### config.mk
export PLATFORM = sky130hd
export DESIGN_NAME = hdlc_frame_rx
export DESIGN_NICKNAME = d
export VERILOG_FILES = /design/src/rtl/hdlc_rx_pkg.sv /design/src/rtl/hdlc_rx_ctrl.sv /design/src/rtl/hdlc_rx_dpath.sv /design/src/rtl/hdlc_frame_rx.sv
export SDC_FILE = /design/constraint.sdc
export NUM_CORES = 1
export LEC_CHECK = 0
export ABC_AREA = 1
export BUFFER_PORTS_ARGS = -buffer_cell sky130_fd_sc_hd__buf_2
export CAP_MARGIN = 25
export CORE_UTILIZATION = 23
export CTS_CLUSTER_SIZE = 12
export DETAILED_ROUTE_END_ITERATION = 7
export GPL_ROUTABILITY_DRIVEN = 0
export GPL_TIMING_DRIVEN = 0
export PLACE_DENSITY = 0.42
export SETUP_SLACK_MARGIN = 0.02
export SLEW_MARGIN = 20
export SYNTH_ARGS = -nofsm -noshare
export SYNTH_HDL_FRONTEND = slang
export SYNTH_SLANG_ARGS = --single-unit
export TNS_END_PERCENT = 30
### constraint.sdc
create_clock -name clk -period 6.2 [get_ports clk]
set_clock_uncertainty 0.2 [all_clocks]
set_input_delay 0 -clock clk [delete_from_list [all_inputs] [get_ports clk]]
set_output_delay 0 -clock clk [all_outputs]
set_load 0.005 [all_outputs]
### src/rtl/hdlc_rx_pkg.sv
package hdlc_rx_pkg;

  typedef enum logic [1:0] {
    RX_OFF   = 2'd0,
    RX_HUNT  = 2'd1,
    RX_FRAME = 2'd2
  } rxState_t;

  typedef enum logic [1:0] {
    TAG_MID   = 2'b00,
    TAG_FIRST = 2'b01,
    TAG_GOOD  = 2'b10,
    TAG_BAD   = 2'b11
  } byteTag_t;

  // strobes from the control to the datapath
  typedef struct packed {
    logic push;       // shift an unstuffed content bit in
    logic feedCrc;    // advance the CRC with the bit leaving the flag guard
    logic commit;     // a byte is known to be content
    logic closeGood;  // closing flag, packet good
    logic closeBad;   // closing flag or abort, packet bad
    logic capFcs;     // load the FCS register
    logic drop;       // discard held state and restart
  } rxStrobe_t;

endpackage

### src/rtl/hdlc_rx_ctrl.sv
module hdlc_rx_ctrl
  import hdlc_rx_pkg::*;
#(
  parameter int DATA_W = 8,
  parameter int FCS_W  = 16,
  parameter int CNT_W  = 12
) (
  input  logic      clk,
  input  logic      rstN,
  input  logic      bitEn,
  input  logic      rxBit,
  input  logic      rxEnable,
  input  logic      crcOk,
  output rxStrobe_t stb
);

  localparam int FLAG_ONES  = 6;
  localparam int STUFF_ONES = 5;
  localparam int ONES_W     = 3;
  localparam int FLAG_TAIL  = FLAG_ONES + 1;              // flag bits pushed before detection
  localparam int HOLD       = FCS_W + FLAG_TAIL;          // bits held back behind a byte
  localparam int WIN        = HOLD + DATA_W;              // count at which byte 0 is known
  localparam int MIN_CNT    = 2 * DATA_W + FCS_W + FLAG_TAIL;
  localparam logic [CNT_W-1:0] CNT_MAX = '1;

  rxState_t            state, nextState;
  logic [ONES_W-1:0]   ones;
  logic [CNT_W-1:0]    bitCnt, nextCnt;
  logic                isFlag, isAbort, isStuff;
  logic                sentFirst, lenOk, commitNow;

  assign isFlag    = !rxBit && (ones == ONES_W'(FLAG_ONES));
  assign isAbort   =  rxBit && (ones == ONES_W'(FLAG_ONES));
  assign isStuff   = !rxBit && (ones == ONES_W'(STUFF_ONES));
  assign nextCnt   = (bitCnt == CNT_MAX) ? bitCnt : bitCnt + 1'b1;
  assign sentFirst = bitCnt >= CNT_W'(MIN_CNT);
  assign lenOk     = sentFirst &&
                     (((bitCnt - CNT_W'(FLAG_TAIL)) % CNT_W'(DATA_W)) == '0);
  assign commitNow = (nextCnt >= CNT_W'(WIN)) &&
                     (((nextCnt - CNT_W'(WIN)) % CNT_W'(DATA_W)) == '0);

  always_comb begin
    stb       = '0;
    nextState = state;
    unique case (state)
      RX_OFF: begin
        if (rxEnable) nextState = RX_HUNT;
      end
      RX_HUNT: begin
        if (!rxEnable) begin
          nextState = RX_OFF;
        end else if (bitEn && isFlag) begin
          nextState = RX_FRAME;
          stb.drop  = 1'b1;
        end
      end
      RX_FRAME: begin
        if (!rxEnable && !sentFirst) begin
          stb.drop  = 1'b1;
          nextState = RX_OFF;
        end else if (bitEn) begin
          if (isFlag) begin
            stb.closeGood = lenOk && crcOk;
            stb.closeBad  = !(lenOk && crcOk);
            stb.capFcs    = bitCnt >= CNT_W'(HOLD);
            nextState     = rxEnable ? RX_FRAME : RX_OFF;
          end else if (isAbort) begin
            stb.closeBad = 1'b1;
            nextState    = rxEnable ? RX_HUNT : RX_OFF;
          end else if (!isStuff) begin
            stb.push    = 1'b1;
            stb.feedCrc = nextCnt > CNT_W'(FLAG_TAIL);
            stb.commit  = commitNow;
          end
        end
      end
      default: nextState = RX_OFF;
    endcase
  end

  always_ff @(posedge clk) begin
    if (!rstN) begin
      state  <= RX_OFF;
      ones   <= '1;
      bitCnt <= '0;
    end else begin
      state <= nextState;
      if (state == RX_OFF) begin
        ones <= '1;                       // run length unknown until a zero arrives
      end else if (bitEn) begin
        if (!rxBit)          ones <= '0;
        else if (ones != '1) ones <= ones + 1'b1;
      end
      if (stb.drop || stb.closeGood || stb.closeBad) bitCnt <= '0;
      else if (stb.push)                             bitCnt <= nextCnt;
    end
  end

endmodule

### src/rtl/hdlc_rx_dpath.sv
module hdlc_rx_dpath
  import hdlc_rx_pkg::*;
#(
  parameter int          DATA_W      = 8,
  parameter int          FCS_W       = 16,
  parameter logic [15:0] CRC_POLY    = 16'h8408,
  parameter logic [15:0] CRC_RESIDUE = 16'hF0B8
) (
  input  logic              clk,
  input  logic              rstN,
  input  rxStrobe_t         stb,
  input  logic              rxBit,
  output logic              outValid,
  output logic [DATA_W-1:0] outData,
  output logic [1:0]        outStatus,
  output logic [FCS_W-1:0]  fcsCapture,
  output logic              crcOk
);

  localparam int FLAG_TAIL = 7;
  localparam int HOLD      = FCS_W + FLAG_TAIL;
  localparam int WIN       = HOLD + DATA_W;

  logic [WIN-1:0]    hist, newHist;
  logic [FCS_W-1:0]  crc, crcNext;
  logic [DATA_W-1:0] pend, newByte;
  logic              pendValid, pendFirst;
  logic              crcFb;

  assign newHist = {hist[WIN-2:0], rxBit};
  // the bit that has just cleared the flag guard window
  assign crcFb   = crc[0] ^ hist[FLAG_TAIL-1];
  assign crcNext = (crc >> 1) ^ (crcFb ? CRC_POLY[FCS_W-1:0] : '0);
  assign crcOk   = crc == CRC_RESIDUE[FCS_W-1:0];

  always_comb begin
    for (int i = 0; i < DATA_W; i++) newByte[i] = newHist[WIN-1-i];
  end

  always_ff @(posedge clk) begin
    if (!rstN) begin
      hist       <= '0;
      crc        <= '1;
      pend       <= '0;
      pendValid  <= 1'b0;
      pendFirst  <= 1'b0;
      outValid   <= 1'b0;
      outData    <= '0;
      outStatus  <= TAG_MID;
      fcsCapture <= '0;
    end else begin
      outValid <= 1'b0;
      if (stb.push)    hist <= newHist;
      if (stb.feedCrc) crc  <= crcNext;
      if (stb.commit) begin
        if (pendValid) begin
          outValid  <= 1'b1;
          outData   <= pend;
          outStatus <= pendFirst ? TAG_FIRST : TAG_MID;
        end
        pend      <= newByte;
        pendFirst <= !pendValid;
        pendValid <= 1'b1;
      end
      if (stb.closeGood || stb.closeBad) begin
        if (pendValid) begin
          outValid  <= 1'b1;
          outData   <= pend;
          outStatus <= stb.closeGood ? TAG_GOOD : TAG_BAD;
        end
        pendValid <= 1'b0;
        crc       <= '1;
      end
      if (stb.capFcs) fcsCapture <= hist[HOLD-1:FLAG_TAIL];
      if (stb.drop) begin
        pendValid <= 1'b0;
        crc       <= '1;
      end
    end
  end

endmodule

### src/rtl/hdlc_frame_rx.sv
module hdlc_frame_rx
  import hdlc_rx_pkg::*;
#(
  parameter int          DATA_W      = 8,
  parameter int          FCS_W       = 16,
  parameter int          CNT_W       = 12,
  parameter logic [15:0] CRC_POLY    = 16'h8408,
  parameter logic [15:0] CRC_RESIDUE = 16'hF0B8
) (
  input  logic              clk,
  input  logic              rstN,
  input  logic              bitEn,
  input  logic              rxBit,
  input  logic              rxEnable,
  output logic              outValid,
  output logic [DATA_W-1:0] outData,
  output logic [1:0]        outStatus,
  output logic [FCS_W-1:0]  fcsCapture
);

  rxStrobe_t stb;
  logic      crcOk;

  hdlc_rx_ctrl #(.DATA_W(DATA_W), .FCS_W(FCS_W), .CNT_W(CNT_W)) ctrl (
    .clk(clk), .rstN(rstN), .bitEn(bitEn), .rxBit(rxBit),
    .rxEnable(rxEnable), .crcOk(crcOk), .stb(stb)
  );

  hdlc_rx_dpath #(.DATA_W(DATA_W), .FCS_W(FCS_W), .CRC_POLY(CRC_POLY),
                  .CRC_RESIDUE(CRC_RESIDUE)) dpath (
    .clk(clk), .rstN(rstN), .stb(stb), .rxBit(rxBit),
    .outValid(outValid), .outData(outData), .outStatus(outStatus),
    .fcsCapture(fcsCapture), .crcOk(crcOk)
  );

endmodule

==> metrics.txt, run 1 <==
worst rel slew slack=0.6232; H-tree levels=3; Critical Path RT=6240 ps; largest net degree at the start of global routing=18; Slew @ Worst Pin=565.2 ps; IO Pins=32; Yosys reg bits=100; first-pass GRT wire length=18180 µm; Final TNS setup=0 ps; minimum clock period=2801 ps; CP max stage cell=dfxtp_1; Buf+Inv Stages, Crit Path=1; CTS Sinks=100; asr flop ratio synth=0; grt total ovfl=0; final hold violations=0; Bufs on Longest Clock Path=2; vias in the first global route=3807; crit path kind=flip-flop to flip-flop; fin crit share=0.4518; outcome=complete, no violations; Yosys cell types=32; commonest non-fill, non-tap cell in the layout=nand2_1; Reg power frac=0.497; Net Count, Synth=617; Switch Pwr=0.3583 mW; die area=19720 µm²; EDFF count, synth=0; DRT Pass-1 Iters=5; CP arrival=2840 ps; input/output buffers=30; Peak VDD IR=0.1309 mV; Clock Power Share=0.403; CP startpoint kind=flip-flop; Routed Antenna Nets=0; Area Growth Syn to Fin=17.29%; most frequent cells in the layout=nand2_1, dfxtp_1, nor2_1; largest family of logic cells by synthesized area=simple AND/OR/NAND/NOR gates; Finished Core Util=0.2754; fraction of synthesized area in multiplexers=0; routed wire length per instance=12.05 µm; DRT iter0 DRCs=223; kind of end point of the critical path=flip-flop; count of nets after finishing=662; Pwr Total=1.332 mW; xor/xnor share of the synthesized area=0.005963; Avg Cell Area, Syn=7.332 µm²; CTS Buf Count=9; Synth Cell Area=4407 µm²; crit-path max FO=10; Max-cap violations=0; Final Slew Violations=0; # setup viols final=0; Sw Ratio=0.2690; ant diodes=0; Core ar.=18770 µm²; CTS tree=done; Vias=3927; Logic pwr share=0.100; f_max=0.3570 GHz; Post-CTS Setup Repair Bufs=0; clk_lat worst skew=350 ps; layout cells sized above 1=0.1306; Synth Instances=601; commonest register cell after synthesis=dfxtp_1; Post-Synth Simple-Gate Area=0.3171; root buffer cell=clkbuf_16; Synth area leaders=dfxtp_1, nand2_1, nor2_1; Starting Density=0.2348; CP top delay family=simple AND/OR/NAND/NOR gates; Adder-Cell Fraction of Synth Area=0.03123; Die Ht=140.4 µm; RSZ-0062 raised after global routing=false; Synth Warn #=0; crit-path max cell delay=410 ps; FP Rows=50; drt total wl=10660 µm; DP Wirelength=7767 µm; Int Power=0.9737 mW; CP cell instances=ha_1, nand2_1, nand2_1, nand3_1, nand3_1, nand2_1, nor2_1, nand2_1, clkbuf_1, a21oi_1, nor2_1; Die X=140.4 µm; share of the synthesized area in the top cell type=0.4543; PD cells=257.7 nW/µm²; vias per cell=4.437; cell taking the most area after synthesis=dfxtp_1; Synth Area in Compound Gates=0.1227; initial antenna violation count=0; CTS clk-pin slew, worst paths=70 ps; Hold Path Class=flip-flop to flip-flop; crit-path most repeated cell=nand2_1; register area share after synthesis=0.4543; leakage=2.130 nW; DRC viols=0; total track usage=0.1162
## synth_stat cells, types with 3 or more instances
master / n
a21oi_1: 63
ha_1: 11
nand3_1: 44
clkbuf_1: 11
buf_2: 11
nand3_2: 5
o211ai_1: 3
nand3b_1: 8
nor2_4: 3
o21ai_1: 6
nor2_1: 91
nand4_1: 12
nor2_2: 6
inv_2: 4
nand2_2: 4
dfxtp_1: 100
inv_1: 35
nand2_1: 137
o21ai_0: 26
buf_4: 3
buf_6: 3
## what timing repair did
action,CTS,global route
hold endpoints to repair,9,0
hold buffers,4,0
gates resized for setup,0,0
## final cells by class
type | count | area (µm²)
multi-input cells | 433 | 2102
repair buffers | 34 | 190.2
flip-flops and latches | 100 | 2002
clock buffers | 11 | 232.7
clock inverters | 5 | 46.29
inverters | 40 | 150.1
plain buffers | 28 | 152.6
well taps | 234 | 292.8
fillers | 2086 | 13600
## sequential cells by signal, summed over array words and instances (netlist names), named ones only
| signal | flops |
|---|---|
| dpath.outStatus | 1 |
| dpath.hist | 30 |
| dpath.crc | 16 |
| dpath.pend | 8 |
| ctrl.ones | 3 |
| ctrl.state | 2 |
| dpath.outValid | 1 |
| ctrl.bitCnt | 12 |
| dpath.fcsCapture | 16 |
| dpath.pendValid | 1 |
| dpath.pendFirst | 1 |
## tightest hold or removal path, cell delays in order, from the launching register on
cell     delay [ps]
dfxtp_1         310
nand2_1          60
a21oi_1          50
## power groups by stage
stage	Combinational, mW	Clock, mW	Sequential [mW]
3_3_place_gp	0.127	0	0.676
4_1_cts	0.135	0.564	0.662
2_1_floorplan	0.0950	0	0.674
5_1_grt	0.151	0.588	0.663
6_report	0.134	0.536	0.662
3_5_place_dp	0.132	0	0.677
## kinds of logic after synthesis
family                   Yosys count
AO/OA/AOI/OAI                    104
flip-flops                       100
AND/OR/NAND/NOR                  315
buffers and inverters             68
adder cells (fa/ha/maj)           11
XOR/XNOR                           3
## worst paths after layout
check | from | to | slack, ps | depth (start not counted)
worst min-delay path | dpath.hist[2] | dpath.hist[3] | 260 | 2
worst max-delay path | ctrl.bitCnt[1] | flip-flop | 3400 | 11
worst max register to register | ctrl.bitCnt[1] | flip-flop | 3400 | 11
worst min register to register | dpath.hist[2] | dpath.hist[3] | 260 | 2
## metal layers
layer,track usage,share of wire
met5,0,0
met4,0.03817,0.0096
met3,0.03248,0.041
met2,0.1905,0.46
met1,0.1464,0.49
## metrics by stage
stage          setup WS [ps]  cells  hold WS (ps)  area, µm²
2_1_floorplan           3887    601        -58.93       4407
3_3_place_gp            3398    865         121.5       4850
3_5_place_dp            3403    865         126.1       4850
4_1_cts                 3373    885         260.3       5169
5_1_grt                 3132    885         280.9       5169
6_report                3399    885         257.4       5169
Power figures use the tool's default switching activity.
==> inputs of run 2 (changes only) <==
clock period = 2.9 ns   (was 6.2 ns; I/O delays follow)
==> run 2 against run 1 <==
Net effect: cell count stayed put; via count is 0.31% higher; first-iteration DRC count is 12% higher; flip-flop and latch count stayed put; combinational power is 110% higher; clock-buffer cell count stayed put; largest power group unchanged; utilization is 0.080 points higher; global-route usage stayed put; clock power is 110% higher; power is 110% higher; hold slack hardly changed.
==> metrics.txt, run 2 (synthesized netlist as in run 1, its figures left out) <==
CP startpoint kind=flip-flop; Bufs on Longest Clock Path=2; CTS Buf Count=9; crit path kind=flip-flop to flip-flop; Fillers=2088; DP Wirelength=7767 µm; critical path launch point=ctrl.bitCnt[0]; RSZ-0062 raised after global routing=false; final hold violations=0; clk_lat worst skew=350 ps; first-pass GRT wire length=18180 µm; Final TNS setup=0 ps; CTS tree=done; DRT Pass-1 Iters=4; most frequent cells in the layout=nand2_1, dfxtp_1, nor2_1; worst rel slew slack=0.6080; count of nets after finishing=662; Post-CTS Setup Repair Bufs=0; DRT iter0 DRCs=249; Post-Layout Cell Count=885; Routed Antenna Nets=0; # setup viols final=0; vias per cell=4.451; fin crit share=0.9204; Final Slew Violations=0; f_max=0.3747 GHz; placed insts=865; Reg with most FFs=dpath.hist; PD cells=549.3 nW/µm²; Starting Density=0.2348; CTS clk-pin slew, worst paths=70 ps; leakage=2.128 nW; FP Rows=50; total track usage=0.1162; WHS Path Cells=2; Vias=3939; biggest regs=dpath.hist x30, dpath.crc x16, dpath.fcsCapture x16; commonest non-fill, non-tap cell in the layout=nand2_1; Die Ht=140.4 µm; Largest register FFs=30; Slew @ Worst Pin=588.0 ps; CTS Sinks=100; ant diodes=0; Peak VDD IR=0.2803 mV; CP arrival=2710 ps; Critical R2R Launch=ctrl.bitCnt[0]; H-tree levels=3; root buffer cell=clkbuf_16; Die X=140.4 µm; initial antenna violation count=0; largest net degree at the start of global routing=18; worst reg2reg setup slack=230 ps; drt total wl=10700 µm; minimum clock period=2669 ps; Finished Core Util=0.2762; DRC viols=0; Max-cap violations=0; outcome=complete, no violations; die area=19720 µm²; input/output buffers=30; kind of end point of the critical path=flip-flop; Hold Path Class=flip-flop to flip-flop; layout cells sized above 1=0.1336; Worst Reg2Reg Path Length in Cells=16; Core ar.=18770 µm²; Critical Path RT=2940 ps; vias in the first global route=3807; Area Growth Syn to Fin=17.63%; crit-path max FO=10; grt total ovfl=0; routed wire length per instance=12.09 µm; IO Pins=32
run 2: cell count changes in the layout (fill, tap and decap cells not counted):
cell	delta
ha_1	-1
ha_4	+1
nand2_1	-1
nand2_2	+1
run 2: layer usage:
metal,routed length (µm),GRT usage,up-vias
li1,-,-,2054
met4,144,0.03817,0
met1,5207,0.1464,1804
met5,0,0,-
met3,501,0.03248,13
met2,4846,0.1905,68
run 2: power by group:
part           internal (mW)  switching (mW)  leakage (nW)  total, mW
registers               1.39          0.0218         0.807       1.42
clock network          0.597           0.549         0.136       1.15
logic                 0.0906           0.194          1.19      0.285
run 2: how the worst min path moves through the flow:
stage | start | slack [ps] | to
global route | flip-flop | 280 | flip-flop
CTS | dpath.hist[2] | 260 | dpath.hist[3]
floorplan | rxBit | -60 | ctrl.ones[2]
global placement | rxBit | 120 | dpath.hist[0]
detailed placement | rxBit | 130 | dpath.hist[0]
finish | dpath.hist[2] | 260 | dpath.hist[3]
run 2: worst max-delay path: stages, from the launching register on:
cell,delay (ps)
dfxtp_1,380
ha_4,220
nand2_1,130
nor2_4,60
nand3_2,110
buf_6,160
nand2_1,60
nand2_1,100
inv_1,70
nor2_1,130
ha_1,160
inv_1,40
nor2_2,200
nand3_2,130
buf_6,160
a21oi_1,170
nor2_1,70
run 2: cell type report:
class,instances,area [µm²],area share
multi-input combinational,433,2117,0.4084
clock buffer,11,232.7,0.04489
tap,234,292.8,0.05648
buffer,28,152.6,0.02945
inverter,40,150.1,0.02896
sequential,100,2002,0.3862
clock inverter,5,46.29,0.008931
timing repair buffer,34,190.2,0.03669
run 2: repair_timing:
item | CTS | global route
hold buffers | 4 | 0
setup endpoints to repair | 0 | 19
hold endpoints to repair | 9 | 0
gates resized for setup | 0 | 3
run 2: stage by stage:
stage | hold slack, ps | power [mW] | instance area (µm²) | setup slack, ps
2_1_floorplan | -58.93 | 1.645 | 4407 | 586.6
3_3_place_gp | 121.5 | 1.716 | 4850 | 98.17
3_5_place_dp | 126.1 | 1.729 | 4850 | 103.4
4_1_cts | 260.3 | 2.908 | 5169 | 73.27
5_1_grt | 280.9 | 2.999 | 5184 | 35.91
6_report | 257.4 | 2.848 | 5184 | 230.9
